### config.mk
export PLATFORM = sky130hd
export DESIGN_NAME = boot_erase_guard
export DESIGN_NICKNAME = d
export VERILOG_FILES = /design/src/rtl/bfl_pkg.sv /design/src/rtl/bfl_region_decode.sv /design/src/rtl/bfl_lock_keeper.sv /design/src/rtl/bfl_erase_mapper.sv /design/src/rtl/boot_erase_guard.sv
export SDC_FILE = /design/constraint.sdc
export NUM_CORES = 1
export LEC_CHECK = 0
export ABC_AREA = 1
export BUFFER_PORTS_ARGS = -buffer_cell sky130_fd_sc_hd__buf_2
export CAP_MARGIN = 5
export CORE_MARGIN = 3
export CORE_UTILIZATION = 42
export CTS_CLUSTER_SIZE = 14
export DETAILED_ROUTE_END_ITERATION = 8
export GPL_TIMING_DRIVEN = 0
export PLACE_DENSITY = 0.77
export SKIP_LAST_GASP = 1
export SLEW_MARGIN = 30
export SYNTH_ARGS = -nofsm -noshare
export SYNTH_HDL_FRONTEND = slang
export SYNTH_HIERARCHICAL = 1
export SYNTH_SLANG_ARGS = --single-unit
### constraint.sdc
create_clock -name clk -period 2.91 [get_ports clk]
set_input_delay 0.291 -clock clk [delete_from_list [all_inputs] [get_ports clk]]
set_output_delay 0.291 -clock clk [all_outputs]
set_load 0.03 [all_outputs]
### src/rtl/bfl_pkg.sv
package bfl_pkg;
    localparam int NREG = 5;

    localparam int RG_BOOT  = 0;
    localparam int RG_PAR1  = 1;
    localparam int RG_PAR2  = 2;
    localparam int RG_MAIN1 = 3;
    localparam int RG_MAIN2 = 4;

    localparam logic [2:0] OP_SECT = 3'd0;
    localparam logic [2:0] OP_CHIP = 3'd1;
    localparam logic [2:0] OP_PROG = 3'd2;
    localparam logic [2:0] OP_LOCK = 3'd3;
    localparam logic [2:0] OP_IDRD = 3'd4;

    typedef struct packed {
        logic            valid;
        logic [NREG-1:0] mask;
        logic            noop;
        logic [7:0]      id;
    } res_t;
endpackage

### src/rtl/bfl_region_decode.sv
module bfl_region_decode
    import bfl_pkg::*;
#(
    parameter int AW = 18
) (
    input  logic [AW-1:0]   addr,
    input  logic            top,
    output logic [NREG-1:0] hit
);
    // The top map is the bottom map mirrored through the address space.
    localparam int B_HALF  = AW - 1;
    localparam int B_QHI   = AW - 2;
    localparam int B_QLO   = AW - 3;
    localparam int B_BOOT  = AW - 4;
    localparam int B_PARAM = AW - 5;

    logic [AW-1:0] norm;

    always_comb begin
        norm = top ? ~addr : addr;
        hit  = '0;
        if (norm[B_HALF])
            hit[RG_MAIN2] = 1'b1;
        else if (norm[B_QHI] || norm[B_QLO])
            hit[RG_MAIN1] = 1'b1;
        else if (!norm[B_BOOT])
            hit[RG_BOOT] = 1'b1;
        else if (!norm[B_PARAM])
            hit[RG_PAR1] = 1'b1;
        else
            hit[RG_PAR2] = 1'b1;
    end
endmodule

### src/rtl/bfl_lock_keeper.sv
module bfl_lock_keeper (
    input  logic clk,
    input  logic rst_n,
    input  logic set_req,
    input  logic hv_override,
    output logic lock_q,
    output logic lock_eff
);
    logic lock_d;

    always_comb begin
        lock_d   = lock_q | set_req;
        lock_eff = lock_q & ~hv_override;
    end

    always_ff @(posedge clk) begin
        if (!rst_n) lock_q <= 1'b0;
        else        lock_q <= lock_d;
    end

    AST_LOCK_STICKY: assert property (@(posedge clk) disable iff (!rst_n)
        lock_q |=> lock_q);
    AST_LOCK_SETS: assert property (@(posedge clk) disable iff (!rst_n)
        set_req |=> lock_q);
    AST_OVERRIDE_SUSPENDS: assert property (@(posedge clk) disable iff (!rst_n)
        hv_override |-> !lock_eff);
endmodule

### src/rtl/bfl_erase_mapper.sv
module bfl_erase_mapper
    import bfl_pkg::*;
(
    input  logic [2:0]      kind,
    input  logic [NREG-1:0] hit,
    input  logic            lock_eff,
    output logic [NREG-1:0] mask,
    output logic            noop
);
    always_comb begin
        mask = '0;
        noop = 1'b0;
        case (kind)
            OP_SECT: begin
                if (hit[RG_BOOT]) begin
                    noop = 1'b1;
                end else if (hit[RG_MAIN1]) begin
                    mask           = hit;
                    mask[RG_PAR1]  = 1'b1;
                    mask[RG_PAR2]  = 1'b1;
                end else begin
                    mask = hit;
                end
            end
            OP_CHIP: begin
                mask = '1;
                if (lock_eff) mask[RG_BOOT] = 1'b0;
            end
            OP_PROG: begin
                if (hit[RG_BOOT] && lock_eff) noop = 1'b1;
                else                          mask = hit;
            end
            OP_LOCK, OP_IDRD: begin
                mask = '0;
            end
            default: noop = 1'b1;
        endcase
    end
endmodule

### src/rtl/boot_erase_guard.sv
module boot_erase_guard
    import bfl_pkg::*;
#(
    parameter int ADDR_IN_W = 20,
    parameter int AW        = 18,
    parameter int ID_LOCK_OFS = 2
) (
    input  logic                 clk,
    input  logic                 rst_n,
    input  logic                 boot_top,
    input  logic                 req_valid,
    input  logic [2:0]           req_kind,
    input  logic [ADDR_IN_W-1:0] req_addr,
    input  logic                 hv_override,
    output logic                 res_valid,
    output logic [NREG-1:0]      res_mask,
    output logic                 res_noop,
    output logic [7:0]           res_id,
    output logic                 locked
);
    logic [AW-1:0]   addr_m;
    logic [NREG-1:0] region_hit;
    logic [NREG-1:0] map_mask;
    logic            map_noop;
    logic            lock_q;
    logic            lock_eff;
    res_t            st_d, st_q;

    assign addr_m = req_addr[AW-1:0];

    bfl_region_decode #(.AW(AW)) u_decode (
        .addr (addr_m),
        .top  (boot_top),
        .hit  (region_hit)
    );

    bfl_lock_keeper u_lock (
        .clk         (clk),
        .rst_n       (rst_n),
        .set_req     (req_valid && (req_kind == OP_LOCK)),
        .hv_override (hv_override),
        .lock_q      (lock_q),
        .lock_eff    (lock_eff)
    );

    bfl_erase_mapper u_map (
        .kind     (req_kind),
        .hit      (region_hit),
        .lock_eff (lock_eff),
        .mask     (map_mask),
        .noop     (map_noop)
    );

    always_comb begin
        st_d       = st_q;
        st_d.valid = req_valid;
        if (req_valid) begin
            st_d.mask = map_mask;
            st_d.noop = map_noop;
            st_d.id   = '0;
            if (req_kind == OP_IDRD && addr_m == AW'(ID_LOCK_OFS))
                st_d.id = {7'b0, lock_q};
        end
    end

    always_ff @(posedge clk) begin
        if (!rst_n) st_q <= '0;
        else        st_q <= st_d;
    end

    assign res_valid = st_q.valid;
    assign res_mask  = st_q.mask;
    assign res_noop  = st_q.noop;
    assign res_id    = st_q.id;
    assign locked    = lock_q;

    AST_RESULT_FOLLOWS: assert property (@(posedge clk) disable iff (!rst_n)
        req_valid |=> res_valid);
    AST_NO_SPURIOUS_RESULT: assert property (@(posedge clk) disable iff (!rst_n)
        !req_valid |=> !res_valid);
    AST_BOOT_SECTOR_NOOP: assert property (@(posedge clk) disable iff (!rst_n)
        (req_valid && req_kind == OP_SECT && region_hit[RG_BOOT])
        |=> (res_noop && res_mask == '0));
    AST_MAIN1_PULLS_PARAMS: assert property (@(posedge clk) disable iff (!rst_n)
        (req_valid && req_kind == OP_SECT && region_hit[RG_MAIN1])
        |=> (res_mask == 5'b01110));
    AST_CHIP_SPARES_BOOT: assert property (@(posedge clk) disable iff (!rst_n)
        (req_valid && req_kind == OP_CHIP && lock_eff)
        |=> !res_mask[RG_BOOT]);
    AST_NOOP_EMPTY_MASK: assert property (@(posedge clk) disable iff (!rst_n)
        res_noop |-> (res_mask == '0));
endmodule

==> results by group, run 1 <==
Worst hold path
  • Worst hold start: req_valid
  • Hold Crit Class: input pin to register

Clocking
  • Htree depth: 1
  • Clock Latency Late Sink: 260 ps
  • Root buffer cell: clkbuf_4
  • Clock Sinks: 9
  • Worst-path clk slew: 60 ps
  • CTS tree: done
  • Hold buffer count at cts: 0
  • Longest Clk Path Bufs: 2
  • Total CTS buffers: 3
  • Post_cts resized: 0
  • Post CTS Setup Buffer Count: 0

Worst setup path
  • WP depth: 14
  • Reg2reg start: u_lock/lock_q$_SDFF_PN0_
  • Critical path's top delay family: simple AND/OR/NAND/NOR gates
  • Most frequent cell on the critical path: nor2_1
  • CP startpoint: boot_top
  • Reg-to-reg slack, setup: approximately 1700 ps
  • Endpoint type of the worst setup path: register
  • Buf/Inv on CP: 4
  • CP Launch Type: input pin
  • CP max FO: 9
  • Worst Reg-to-Reg Cells: 9
  • Worst path max stage delay: 160 ps
  • Kind of critical path: input pin to register
  • CP Cell Sequence: buf_2 > inv_2 > a21oi_1 > nor2_2 > nand2_1 > nor2_1 > buf_4 > nand2_1 > inv_1 > nor2_1 > nand2_1 > nand3_1 > nor2_1 > nor2_1
  • Slowest CP cell: nor2_2
  • Required time of the critical path: between 3000 and 4000 ps
  • WP data arrival: 1490 ps
  • Worst R2R End: res_mask[4]$_SDFFE_PN0P_
  • Setup crit end: res_mask[4]$_SDFFE_PN0P_

Layout
  • Antenna diodes: 0
  • Fin util: 63.0%
  • Fin nets: 211
  • Final Cell Area: 1030 sq um
  • Area growth syn-to-layout: 32.0%
  • Layout cells sized above 1: 32.4%
  • Final std cells w/o fill: between 200 and 250

Synth
  • Cell Area, Synth: a little under 800 sq um
  • Cell taking the most area after synthesis: dfxtp_1
  • Post-Synth XOR/XNOR Area: under 10%
  • Mean Syn Cell Area: 5.63 sq um
  • Flops & latches, synth: 9
  • Compound-Gate Fraction of Synth Area: under 10%
  • Largest family of logic cells by synthesized area: simple AND/OR/NAND/NOR gates
  • Cell variety after synth: 19
  • Area share of the largest cell type after synthesis: 23.2%
  • Largest cells by area after synthesis: dfxtp_1 (23%), nor2_1 (21%), nand2_1 (11%)
  • Simple-Gate Fraction of Synth Area: 50.1%
  • Seq/Total Area, Yosys: 23.2%
  • Mux contribution to synthesized area: 0%
  • Synth Instances: 138
  • Synth warn: 6
  • Synth Area in Adders: 0%

Detailed routing
  • Initial drt markers: 13
  • Drt pass-1 iters: 4
  • DRC: 0
  • Avg Vias per Cell: 4.54
  • Final WL: 1.82 mm
  • Drt wl/cell: between 8 and 9 um
  • Antenna viol nets, final: 0
  • Vias: 935

GRT
  • Vias in the first global route: approximately 800
  • Gr ovfl total: 0
  • Initial antenna violation count: 0
  • First-pass GRT wire length: ~3 mm
  • Largest net degree at the start of global routing: 10
  • Total global-route track usage: 16.2%

Power
  • Leak: 0.577 nW
  • PwrDens: 341 nW/um^2
  • Max IR drop VDD: between 0.2 and 0.3 mV

Floorplanning
  • Area of the die: 2400 sq um
  • Core ar.: 1630 sq um
  • I/O pins: 44
  • Initial cell density of the core: 47.7%
  • Row Count: 14
  • Chip height: 49.0 um
  • Die Wd: slightly below 50 um

Placement
  • GPL Wtd Cong: 0.828
  • Dpl hpwl: 1.56 mm
  • Port Buf Inserts: 34
  • Placed insts: between 200 and 250
  • Post-DP Area: 1000 sq um

Timing
  • Final setup TNS: 0 ps
  • Post-layout minimum cycle time: about 1300 ps
  • Final setup viols: 0
  • Final Hold Fails: 0
  • RSZ-0062 raised after global routing: false
  • Fin Hold WS: 313 ps
  • Slew Viols, Final: 0
  • Clock skew: 7.71 ps
  • F_max: 0.748 GHz
  • Period utilisation layout: 46.0%

Job
  • Max_cap viols: 0

Outcome
  • Status: finished, final reports clean
## cell usage in the layout, fill, tap and decap left out, drive strengths merged
| cell | count |
|---|---|
| nor2 | 48 |
| or2 | 1 |
| nor3 | 1 |
| a21oi | 5 |
| xor2 | 1 |
| conb | 7 |
| nand3 | 12 |
| buf | 42 |
| dfxtp | 9 |
| o21ai | 7 |
| clkbuf | 4 |
| nand2 | 26 |
| inv | 19 |
## how the worst min path moves through the flow
stage,end,slack [ps],cells after the start
floorplan,res_valid$_SDFF_PN0_,380,2
global placement,res_id[0]$_SDFFE_PN0P_,460,2
detailed placement,res_id[0]$_SDFFE_PN0P_,470,2
CTS,res_valid$_SDFF_PN0_,300,3
global route,res_valid$_SDFF_PN0_,330,3
finish,res_valid$_SDFF_PN0_,310,3
## routing by layer
layer | part of all wire (%) | global-route usage, %
met1 | 43 | 18.2
met2 | 49 | 29.4
met3 | 6.5 | 4.59
met4 | 0.77 | 4.27
met5 | 0 | 0
## power breakdown
group          leakage (nW)  internal (mW)  switching, mW
registers            0.0741          0.130        0.00289
clock network        0.0150         0.0528         0.0441
logic                 0.488         0.0439         0.0765
## state kept, by name, summed over array words and instances, names as in the netlist
| signal | count |
|---|---|
| res_id | 1 |
| res_mask | 5 |
| res_noop | 1 |
| res_valid | 1 |
| u_lock/lock_q | 1 |
## cell families after synthesis
group | after synthesis
AND/OR/NAND/NOR | 88
flip-flops | 9
other | 1
buffers and inverters | 27
XOR/XNOR | 1
AO/OA/AOI/OAI | 12
## worst reg2reg max path, stage by stage, from the launching register on
cell	delay [ps]
dfxtp_1	370
inv_1	50
nor2_1	240
nand2_1	80
inv_1	90
nor2_1	50
nand2_1	50
nand3_1	60
nor2_1	110
nor2_1	60
## per-stage QoR
step	total power, mW	worst slack, ps
after floorplan	0.216	1600
after global placement	0.253	1340
after detailed placement	0.256	1300
after CTS	0.354	1580
after global routing	0.375	1400
final	0.350	1570
## cell type report
cell class                      instances  area, sq um
Tap cell                               24         30.0
Clock buffer                            4         26.3
Inverter                               19         71.3
Timing Repair Buffer                   34          170
Buffer                                  8         60.1
Sequential cell                         9          180
Multi-Input combinational cell        108          488
Fill cell                             168          603
## Yosys cell counts (all sizes together)
library cell   n
a21oi          5
buf            8
conb           1
dfxtp          9
inv           19
nand2         26
nand3         12
nor2          48
nor3           1
o21ai          7
or2            1
xor2           1
No activity file was read; power rests on OpenSTA's default activity.
==> run 2, diff against run 1 <==
clock period = 1.25 ns   (was 2.91 ns; I/O delays follow)
==> results by group, run 2 (synthesized netlist as in run 1, its figures left out) <==
Outcome
  • Status: finished, final reports clean

Timing
  • Final Hold Fails: 0
  • Clock skew: 3.57 ps
  • Period utilisation layout: 92.7%
  • F_max: roughly 0.86 GHz
  • Post-layout minimum cycle time: 1160 ps
  • Slew Viols, Final: 0
  • Final setup viols: 0
  • Fin Hold WS: around 130 ps

Floorplanning
  • Die Wd: 49.0 um
  • I/O pins: 44
  • Row Count: 14
  • Core ar.: 1630 sq um
  • Chip height: between 40 and 50 um
  • Initial cell density of the core: a little under half
  • Area of the die: 2400 sq um

Worst setup path
  • Required time of the critical path: 1420 ps
  • Kind of critical path: input pin to register
  • CP Launch Type: input pin
  • Reg2reg start: u_lock/lock_q$_SDFF_PN0_
  • CP startpoint: req_addr[16]
  • Endpoint type of the worst setup path: register
  • CP max FO: 5
  • WP data arrival: approximately 1300 ps

Layout
  • Number of flip-flops in the largest register: 5
  • Area growth syn-to-layout: 35.4%
  • Fin util: 64.6%
  • Layout cells sized above 1: between 30% and 40%
  • Commonest non-fill, non-tap cell in the layout: nor2_1
  • Most frequent cells in the layout: nor2_1 (42), buf_2 (34), nand2_1 (23)
  • Multi-input logic area: about 490 sq um
  • Storage cell area: 181 sq um
  • Fill cells: between 150 and 200
  • Fin nets: 214
  • Antenna diodes: 0

Detailed routing
  • DRC: 0
  • Drt wl/cell: 8.96 um
  • Drt pass-1 iters: 4
  • Final WL: 1.87 mm
  • Initial drt markers: 14
  • Vias: 934
  • Avg Vias per Cell: 4.47
  • Antenna viol nets, final: 0

GRT
  • Total global-route track usage: 16.9%
  • Initial antenna violation count: 0
  • Largest net degree at the start of global routing: 10
  • First-pass GRT wire length: 3.19 mm
  • Vias in the first global route: around 830
  • Gr ovfl total: 0

Clocking
  • CTS tree: done
  • Worst-path clk slew: 70 ps
  • Total CTS buffers: 3
  • Longest Clk Path Bufs: 2
  • Clock Sinks: 9
  • Hold buffer count at cts: 0
  • Clock Latency Late Sink: 270 ps
  • Root buffer cell: clkbuf_4
  • Htree depth: 1

Power
  • PwrDens: 795 nW/um^2
  • Max IR drop VDD: 0.429 mV
  • Leak: 0.591 nW

Worst hold path
  • Worst hold start: rst_n
  • Hold Crit Class: input pin to register

Placement
  • Port Buf Inserts: 34
  • GPL Wtd Cong: 0.832
  • Dpl hpwl: 1.57 mm

Job
  • Max_cap viols: 0
## run 2: cell count changes in the layout (fill, tap and decap cells not counted), sizes merged
cell  change
buf       +3
## run 2: area by class of cell
| type | instances | area share (%) |
|---|---|---|
| Clock buffer | 4 | 2.50 |
| Tap cell | 24 | 2.85 |
| Buffer | 8 | 5.71 |
| Multi-Input combinational cell | 108 | 46.6 |
| Inverter | 19 | 6.78 |
| Timing Repair Buffer | 37 | 18.3 |
| Sequential cell | 9 | 17.2 |
## run 2: through the flow
| step | area (sq um) | instances | setup WS [ps] | total power [mW] | setup TNS (ps) |
|---|---|---|---|---|---|
| 2_1_floorplan | 801 | 144 | 94.1 | 0.503 | 0 |
| 3_3_place_gp | 1000 | 202 | -154 | 0.588 | -525 |
| 3_5_place_dp | 1000 | 202 | -205 | 0.596 | -682 |
| 4_1_cts | 1030 | 206 | 6.42 | 0.841 | 0 |
| 5_1_grt | 1050 | 209 | -4.05 | 0.900 | -8.00 |
| 6_report | 1050 | 209 | 91.7 | 0.837 | 0 |
## run 2: path summary, 6_finish.rpt
kind                                            endpoint  slack (ps)  depth (start not counted)
worst min register to register    res_id[0]$_SDFFE_PN0P_         470                          2
worst min-delay path            u_lock/lock_q$_SDFF_PN0_         130                          3
worst max register to register  res_mask[4]$_SDFFE_PN0P_         100                          9
worst max-delay path            res_mask[1]$_SDFFE_PN0P_          90                         13
## run 2: where the power goes
| group | switching [mW] | leakage, nW | internal (mW) | total (mW) |
|---|---|---|---|---|
| sequential | 0.00655 | 0.0746 | 0.302 | 0.309 |
| combinational | 0.180 | 0.501 | 0.108 | 0.288 |
| clock | 0.116 | 0.0150 | 0.124 | 0.240 |
| total | 0.303 | 0.591 | 0.534 | 0.837 |
## run 2: what timing repair did
action                                  4_1_cts  5_1_grt
hold endpoints to repair                      0        0
gates resized for setup                       0        2
buffers inserted                              0        3
endpoints found under the setup margin        0        3
## run 2: per-layer routing
layer / wire (um) / GRT usage [%] / share of wire [%] / vias to the layer above
met5: 0 / 0 / 0 / -
met4: 39 / 11.4 / 2.1 / 0
met3: 113 / 3.06 / 6.0 / 4
met2: 914 / 29.6 / 49 / 34
met1: 805 / 18.4 / 43 / 395
li1: - / - / - / 501
## run 2: critical path: stages
cell and delay, ps:
buf_2 110, nor2_1 120, nor2_1 60, nor2_2 150, nand2_1 70, nor2_1 80, buf_4 130, buf_4 110
a21oi_1 60, nand2_1 70, nand3_1 70, nor2_1 110, nor2_1 50
==> run 3, diff against run 2 <==
PLACE_DENSITY = 0.85   (was 0.77)
==> results by group, run 3 (synthesized netlist as in run 1, its figures left out) <==
GRT
  • Gr ovfl total: 0
  • Initial antenna violation count: 0
  • First-pass GRT wire length: 3.14 mm
  • Largest net degree at the start of global routing: 10
  • Total global-route track usage: 15.8%
  • Vias in the first global route: 794

Detailed routing
  • Drt wl/cell: 9.14 um
  • Vias: 967
  • Drt pass-1 iters: 4
  • DRC: 0
  • Initial drt markers: 22
  • Avg Vias per Cell: 4.60
  • Antenna viol nets, final: 0
  • Final WL: 1.92 mm

Worst setup path
  • Buf/Inv on CP: 4
  • CP Launch Type: input pin
  • Worst path max stage delay: 150 ps
  • WP data arrival: 1300 ps
  • Endpoint type of the worst setup path: register
  • Kind of critical path: input pin to register
  • Slowest CP cell: nor2_2
  • Most frequent cell on the critical path: nor2_1
  • Required time of the critical path: 1410 ps
  • Critical path's top delay family: simple AND/OR/NAND/NOR gates
  • CP max FO: 6
  • CP Cell Sequence: buf_2 > inv_2 > a21oi_1 > nor2_2 > nand2_1 > nor2_1 > buf_4 > buf_4 > a21oi_1 > nand2_1 > nand3_1 > nor2_1 > nor2_1

Power
  • Max IR drop VDD: 0.518 mV
  • PwrDens: 779 nW/um^2
  • Leak: 0.598 nW

Floorplanning
  • Die Wd: 49.0 um
  • Initial cell density of the core: 47.7%
  • I/O pins: 44
  • Row Count: 14
  • Area of the die: 2400 sq um
  • Core ar.: 1630 sq um
  • Chip height: approximately 49 um

Timing
  • Slew Viols, Final: 0
  • F_max: 0.874 GHz
  • Final setup viols: 0
  • Post-layout minimum cycle time: 1140 ps
  • Period utilisation layout: between 90% and 100%
  • Clock skew: 6.48 ps
  • Final Hold Fails: 0

Outcome
  • Status: finished, final reports clean

Worst hold path
  • Hold Crit Class: input pin to register

Layout
  • Number of flip-flops in the largest register: 5
  • Final Cell Area: 1060 sq um
  • Antenna diodes: 0
  • Commonest non-fill, non-tap cell in the layout: nor2_1
  • Storage cell area: 181 sq um
  • Layout cells sized above 1: 34.9%
  • Fill cells: 153
  • Final std cells w/o fill: 210
  • Fin util: 65.4%
  • Area growth syn-to-layout: 37.0%
  • Multi-input logic area: 495 sq um
  • Most frequent cells in the layout: nor2_1 (42), buf_2 (34), nand2_1 (23)
  • Fin nets: 215

Clocking
  • Clock Latency Late Sink: 260 ps
  • Worst-path clk slew: 60 ps
  • Clock Sinks: 9
  • Root buffer cell: clkbuf_4
  • Htree depth: 1
  • Total CTS buffers: 3
  • CTS tree: done
  • Longest Clk Path Bufs: 2

Placement
  • Placed insts: 202
  • Port Buf Inserts: 34
  • Post-DP Area: 1000 sq um
  • Dpl hpwl: 1.48 mm
  • GPL Wtd Cong: 0.736

Job
  • Max_cap viols: 0
==> run 3: layout make-up <==
type                    instances  area share, %
multi-input cells             108           46.5
clock buffers                   4           2.47
inverters                      19           6.70
plain buffers                   8           5.64
well taps                      24           2.82
flip-flops and latches          9           17.0
repair buffers                 38           18.8
==> run 3: worst paths after layout <==
check | start | endpoint | slack [ps] | cells after the start
worst max-delay path | boot_top | res_mask[2]$_SDFFE_PN0P_ | 110 | 13
worst min-delay path | req_valid | res_valid$_SDFF_PN0_ | 140 | 3
worst max register to register | u_lock/lock_q$_SDFF_PN0_ | res_mask[3]$_SDFFE_PN0P_ | 130 | 9
worst min register to register | res_id[0]$_SDFFE_PN0P_ | res_id[0]$_SDFFE_PN0P_ | 480 | 2
==> run 3: worst min-delay path, delay by kind of cell <==
kind / cells / cell delay, ps
buf+inv: 2 / 170
simple gates: 1 / 60
==> run 3: power by group <==
group          internal (mW)  switching [mW]  total [mW]  leakage, nW
combinational          0.110           0.184       0.294        0.509
clock                  0.123           0.103       0.226       0.0150
sequential             0.302         0.00648       0.309       0.0746
==> run 3: layer usage <==
layer	GRT usage, %	vias to the layer above	wire length, um
met5	0	-	0
met4	5.69	0	31
met3	3.98	6	143
li1	-	502	-
met2	29.0	38	1010
met1	17.5	421	737
==> run 3: timing repair <==
item | CTS | global route
endpoints found under the setup margin | 0 | 3
gates resized for setup | 0 | 2
buffers inserted | 0 | 4
hold buffers | 0 | 0
==> run 3: per-stage QoR <==
stage               hold WS [ps]  setup slack (ps)  TNS, ps  total power, mW
floorplan                    218              94.1        0            0.503
global placement             406              -146     -405            0.586
detailed placement           412              -156     -528            0.594
CTS                          132              30.9        0            0.819
global route                 132             -22.8    -36.1            0.901
finish                       137               106        0            0.829
